[src/rtl/pwm_tri_comp.sv]
`timescale 1ns/1ps
module pwm_tri_comp #(
  parameter int CNT_W    = 16,
  parameter int DT_W     = 8,
  parameter bit UPD_PEAK = 1'b0
) (
  input  logic             clk,
  input  logic             rst_n,
  input  logic [CNT_W-1:0] period,
  input  logic [CNT_W-1:0] cmp,
  input  logic [DT_W-1:0]  dead,
  input  logic             invert,
  input  logic             en_a,
  input  logic             en_b,
  output logic             out_a,
  output logic             out_b,
  output logic             evt
);

  localparam logic [CNT_W-1:0] ONE = CNT_W'(1);

  logic [CNT_W-1:0] cnt, cmp_act;
  logic             up;
  logic [1:0]       des, dt_out;

  wire at_min = (cnt == '0);
  wire at_max = (cnt == period) && (period != '0);
  wire load   = at_min || (UPD_PEAK && at_max);

  always_ff @(posedge clk or negedge rst_n)
    if (!rst_n) begin
      cnt <= '0;
      up  <= 1'b1;
    end else if (up) begin
      if (cnt < period) cnt <= cnt + ONE;
      else begin
        up <= 1'b0;
        if (cnt != '0) cnt <= cnt - ONE;
      end
    end else begin
      if (cnt != '0) cnt <= cnt - ONE;
      else begin
        up <= 1'b1;
        if (period != '0) cnt <= cnt + ONE;
      end
    end

  always_ff @(posedge clk or negedge rst_n)
    if (!rst_n) begin
      cmp_act <= '0;
      evt     <= 1'b0;
    end else begin
      evt <= at_min || at_max;
      if (load) cmp_act <= cmp;
    end

  assign des[0] = (cnt < cmp_act);
  assign des[1] = ~des[0];

  for (genvar g = 0; g < 2; g++) begin : g_leg
    logic [DT_W-1:0] wait_q;
    logic            on_q;
    always_ff @(posedge clk or negedge rst_n)
      if (!rst_n) begin
        wait_q <= '0;
        on_q   <= 1'b0;
      end else if (!des[g]) begin
        wait_q <= '0;
        on_q   <= 1'b0;
      end else if (wait_q >= dead) begin
        on_q   <= 1'b1;
      end else begin
        wait_q <= wait_q + DT_W'(1);
      end
    assign dt_out[g] = on_q;
  end

  always_ff @(posedge clk or negedge rst_n)
    if (!rst_n) begin
      out_a <= 1'b0;
      out_b <= 1'b0;
    end else begin
      out_a <= (en_a & dt_out[0]) ^ invert;
      out_b <= (en_b & dt_out[1]) ^ invert;
    end

endmodule

[config.mk]
export PLATFORM = sky130hd
export DESIGN_NAME = pwm_tri_comp
export DESIGN_NICKNAME = d
export VERILOG_FILES = /design/src/rtl/pwm_tri_comp.sv
export SDC_FILE = /design/constraint.sdc
export NUM_CORES = 1
export LEC_CHECK = 0
export BUFFER_PORTS_ARGS = -buffer_cell sky130_fd_sc_hd__buf_2
export CORE_ASPECT_RATIO = 1.4
export CORE_UTILIZATION = 40
export DETAILED_ROUTE_END_ITERATION = 10
export GPL_TIMING_DRIVEN = 0
export PLACE_DENSITY_LB_ADDON = 0.08
export SLEW_MARGIN = 5
export SYNTH_ARGS = -nofsm -noshare
export SYNTH_HDL_FRONTEND = slang
export SYNTH_SLANG_ARGS = --single-unit
[constraint.sdc]
create_clock -name clk -period 3 [get_ports clk]
set_clock_uncertainty 0.1 [all_clocks]
set_input_delay 0.3 -clock clk [delete_from_list [all_inputs] [get_ports clk]]
set_output_delay 0.3 -clock clk [all_outputs]
set_load 0.005 [all_outputs]
==> impl_metrics.py <==
metrics = {
    "pwr": {
        "p_seq_share_pct": 48.1,
        "swShare_pct": 27.30,
        "pwr-share-clk_pct": 34.2,
        "p_leak_nw": 2.203,
        "p_per_area_nw_per_um2": 384.2,
        "ir_worst_vdd_uv": 308.8,
        "p_comb_share_pct": 17.7,
        "p_sw_uw": 470.8,
        "p_int_mw": 1.254,
    },
    "placed_design": {
        "port_buffers": 47,
        "dp_cells": 573,
        "preCtsSetupSlack_ns": -0.2102,
        "dpl.hpwl_mm": 6.961,
        "place_area_um2": 4273,
        "place_congestion": 0.8532,
    },
    "cts": {
        "tritoncts": "done",
        "clkLatencyLatePin_ns": 0.29,
        "cts.clk_slew.worst_paths_ns": 0.07,
        "cts_sinks": 54,
        "htreeDepth": 2,
        "clk_root_buffer_cell": "clkbuf_16",
        "numCtsBuffers": 5,
        "cts_buffer_depth": 2,
    },
    "job": {
        "maxCapViolCount": 0,
    },
    "timing": {
        "whs_ns": -0.06343,
        "post-route-period-util_pct": 94.84,
        "finalCriticalPeriod_ns": 2.845,
        "relSlewSlack_pct": 27.14,
        "timing.fmax_ghz": 0.3515,
        "final_hold_viol_count": 53,
        "setup_viol": 0,
        "fin_setup_tns_ns": 0,
        "tightest_slew_ns": 1.076,
        "worst_slack_ns": 0.1548,
        "slew_violations": 0,
    },
    "floorplan": {
        "initial_core_util_pct": 41.23,
        "io_pins": 48,
        "fp.dieArea_um2": 10150,
        "die_w_um": 85.45,
        "std_cell_rows": 42,
        "core-area_um2": 9459,
        "fp.dieH_um": 118.8,
    },
    "route": {
        "wl_mm": 8.799,
        "drt-met1-wl_mm": 3.456,
        "route.detailed.drc": 0,
        "ant_nets": 0,
        "met3_length_um": 256,
        "drt_iter0_markers": 129,
        "top_layer": "met4",
        "num_vias": 3251,
        "drt-pass1-iter-count": 4,
        "wl_per_cell_um": 15.09,
        "vias_per_cell": 5.576,
        "wl_met2_mm": 4.943,
    },
    "yosys": {
        "yosysWarnings": 0,
        "synth.net_count": 512,
        "synth_common_cells": "dfrtp_1, ha_1, inv_1",
        "synthFlopType": "dfrtp_1",
        "synth_top_area_share_pct": 34.01,
        "yosysUniqueCellTypes": 50,
        "syn-cell-area_um2": 3900,
        "syn_avg_cell_area_um2": 9.375,
        "ys_seq_elements": 54,
        "postSynthCellCount": 416,
        "yosysMostFrequentCell": "dfrtp_1",
        "yosysTopAreaCell": "dfrtp_1",
        "ys_top_cells_by_area": "dfrtp_1, ha_1, mux2_1, inv_1, nor2_1",
        "synth-edff-count": 0,
        "seq_area_frac_synth_pct": 34.68,
        "synth-async-reset-ratio_pct": 100.0,
    },
    "global_route": {
        "grt_pass1_vias": 3255,
        "grt_pass1_wl_mm": 14.92,
        "grt_usage_pct": 18.66,
        "antenna_found_initial": 0,
        "overflow": 0,
        "grt_max_degree": 55,
    },
    "layout": {
        "diodes": 0,
        "fillers": 977,
        "ff_latch_area_um2": 1361,
        "instances_no_fill": 583,
        "fin_nets": 568,
        "fin_area_um2": 4489,
        "area.growth.synth_to_final_pct": 15.11,
        "final_layout_size_suffix_gt1_share_pct": 20.08,
        "multi_input_area_um2": 2380,
    },
    "setup_path": {
        "crit_fanout": 10,
        "cp.arrival_ns": 2.93,
        "cp.required_ns": 3.08,
        "end_kind": "register",
        "crit_type": "reg2reg",
        "cp-start-kind": "register",
    },
    "status": {
        "status": "finished, violations left",
        "violations": "negative hold slack",
    },
    "min_path": {
        "hp-class": "in2async",
    },
}
==> flip-flops by register name, summed over array words and instances (netlist names) <==
name	count
cmp_act	16
cnt	16
out_b	1
evt	1
out_a	1
g_leg.wait_q	16
g_leg.on_q	2
up	1
==> critical path, stage by stage (launching register included) <==
cell     delay [ns]
dfrtp_2        0.48
ha_1           0.32
nand4_1        0.24
nor3_1         0.11
nor4b_2        0.30
and4_4         0.34
buf_2          0.25
nor4_1         0.08
a31oi_1        0.18
mux2_2         0.35
==> per-layer routing <==
layer  global-route usage [%]  up-vias
li1                         -     1623
met1                    19.72     1562
met2                    36.65       59
met3                    2.495        7
met4                    6.667        0
met5                        0        -
==> through the flow <==
| stage | utilization, % | power [mW] | hold WS (ns) |
|---|---|---|---|
| 2_1_floorplan | - | 1.040 | -0.09559 |
| 3_5_place_dp | 45.17 | 1.152 | 0.3824 |
| 4_1_cts | 46.90 | 1.755 | 0.1095 |
| 3_3_place_gp | 45.17 | 1.141 | 0.3763 |
| 5_1_grt | 47.46 | 1.837 | 0.02549 |
| 6_report | 47.46 | 1.725 | -0.06343 |
==> cells by family (layout without fill, tap and decap cells) <==
family	after synthesis	after routing	synth area share, %
DFF	54	54	34.68
adders and majority gates	51	51	16.36
muxes	30	30	8.566
and+or+nand+nor	139	139	20.28
AOI/OAI and AO/OA	77	77	12.32
buffers and inverters	54	111	5.326
xor gates and xnor gates	11	11	2.470
==> cells in the final DEF (no fill, tap or decap), types with 8 or more instances in the layout <==
master   Yosys  final
dfrtp_1     53     46
mux2_2      10     10
nand2_1     16     16
nor2_1      34     34
o21ai_0     12     12
nand4_1     20     20
mux2_1      17     17
a21oi_1     22     22
nand3_1     16     16
or3_1        8      8
buf_2        4     49
a21o_1      11     11
ha_1        51     51
xnor2_1     10     10
o21ai_1     10     10
inv_1       47     47
==> worst paths after layout <==
kind / from / endpoint / slack [ns] / depth (start not counted)
max: cnt[13]$_DFFE_PN0P_ / cnt[4]$_DFFE_PN0P_ / 0.15 / 9
min: rst_n / cnt[8]$_DFFE_PN0P_ / -0.06 / 1
max reg2reg: cnt[13]$_DFFE_PN0P_ / cnt[4]$_DFFE_PN0P_ / 0.15 / 9
min reg2reg: cmp_act[13]$_DFFE_PN0P_ / cmp_act[13]$_DFFE_PN0P_ / 0.39 / 1
max in group asynchronous: rst_n / cnt[14]$_DFFE_PN0P_ / 2.34 / 1
min in group clk: cmp[2] / cmp_act[2]$_DFFE_PN0P_ / 0.11 / 2
==> layout make-up <==
| class | count | share of cell area [%] |
|---|---|---|
| Sequential cell | 54 | 30.32 |
| Inverter | 48 | 4.013 |
| Buffer | 6 | 0.6689 |
| Timing Repair Buffer | 49 | 5.630 |
| Clock inverter | 1 | 0.1115 |
| Multi-Input combinational cell | 308 | 53.01 |
| Clock buffer | 7 | 3.177 |
| Tap cell | 110 | 3.066 |
==> timing repair <==
action | CTS | global route
endpoints found under the hold margin | 0 | 0
hold buffers | 0 | 0
endpoints found under the setup margin | 13 | 14
setup buffers | 0 | 2
pin swaps | 2 | 1
resized for setup | 5 | 11
cloned | 0 | 0
==> power by group through the flow <==
stage / sequential (mW) / clock (mW) / combinational [mW]
5_1_grt: 0.838 / 0.643 / 0.357
2_1_floorplan: 0.825 / 0 / 0.215
4_1_cts: 0.830 / 0.615 / 0.309
3_5_place_dp: 0.845 / 0 / 0.307
3_3_place_gp: 0.843 / 0 / 0.298
6_report: 0.830 / 0.590 / 0.305
Power figures use the tool's default switching activity.
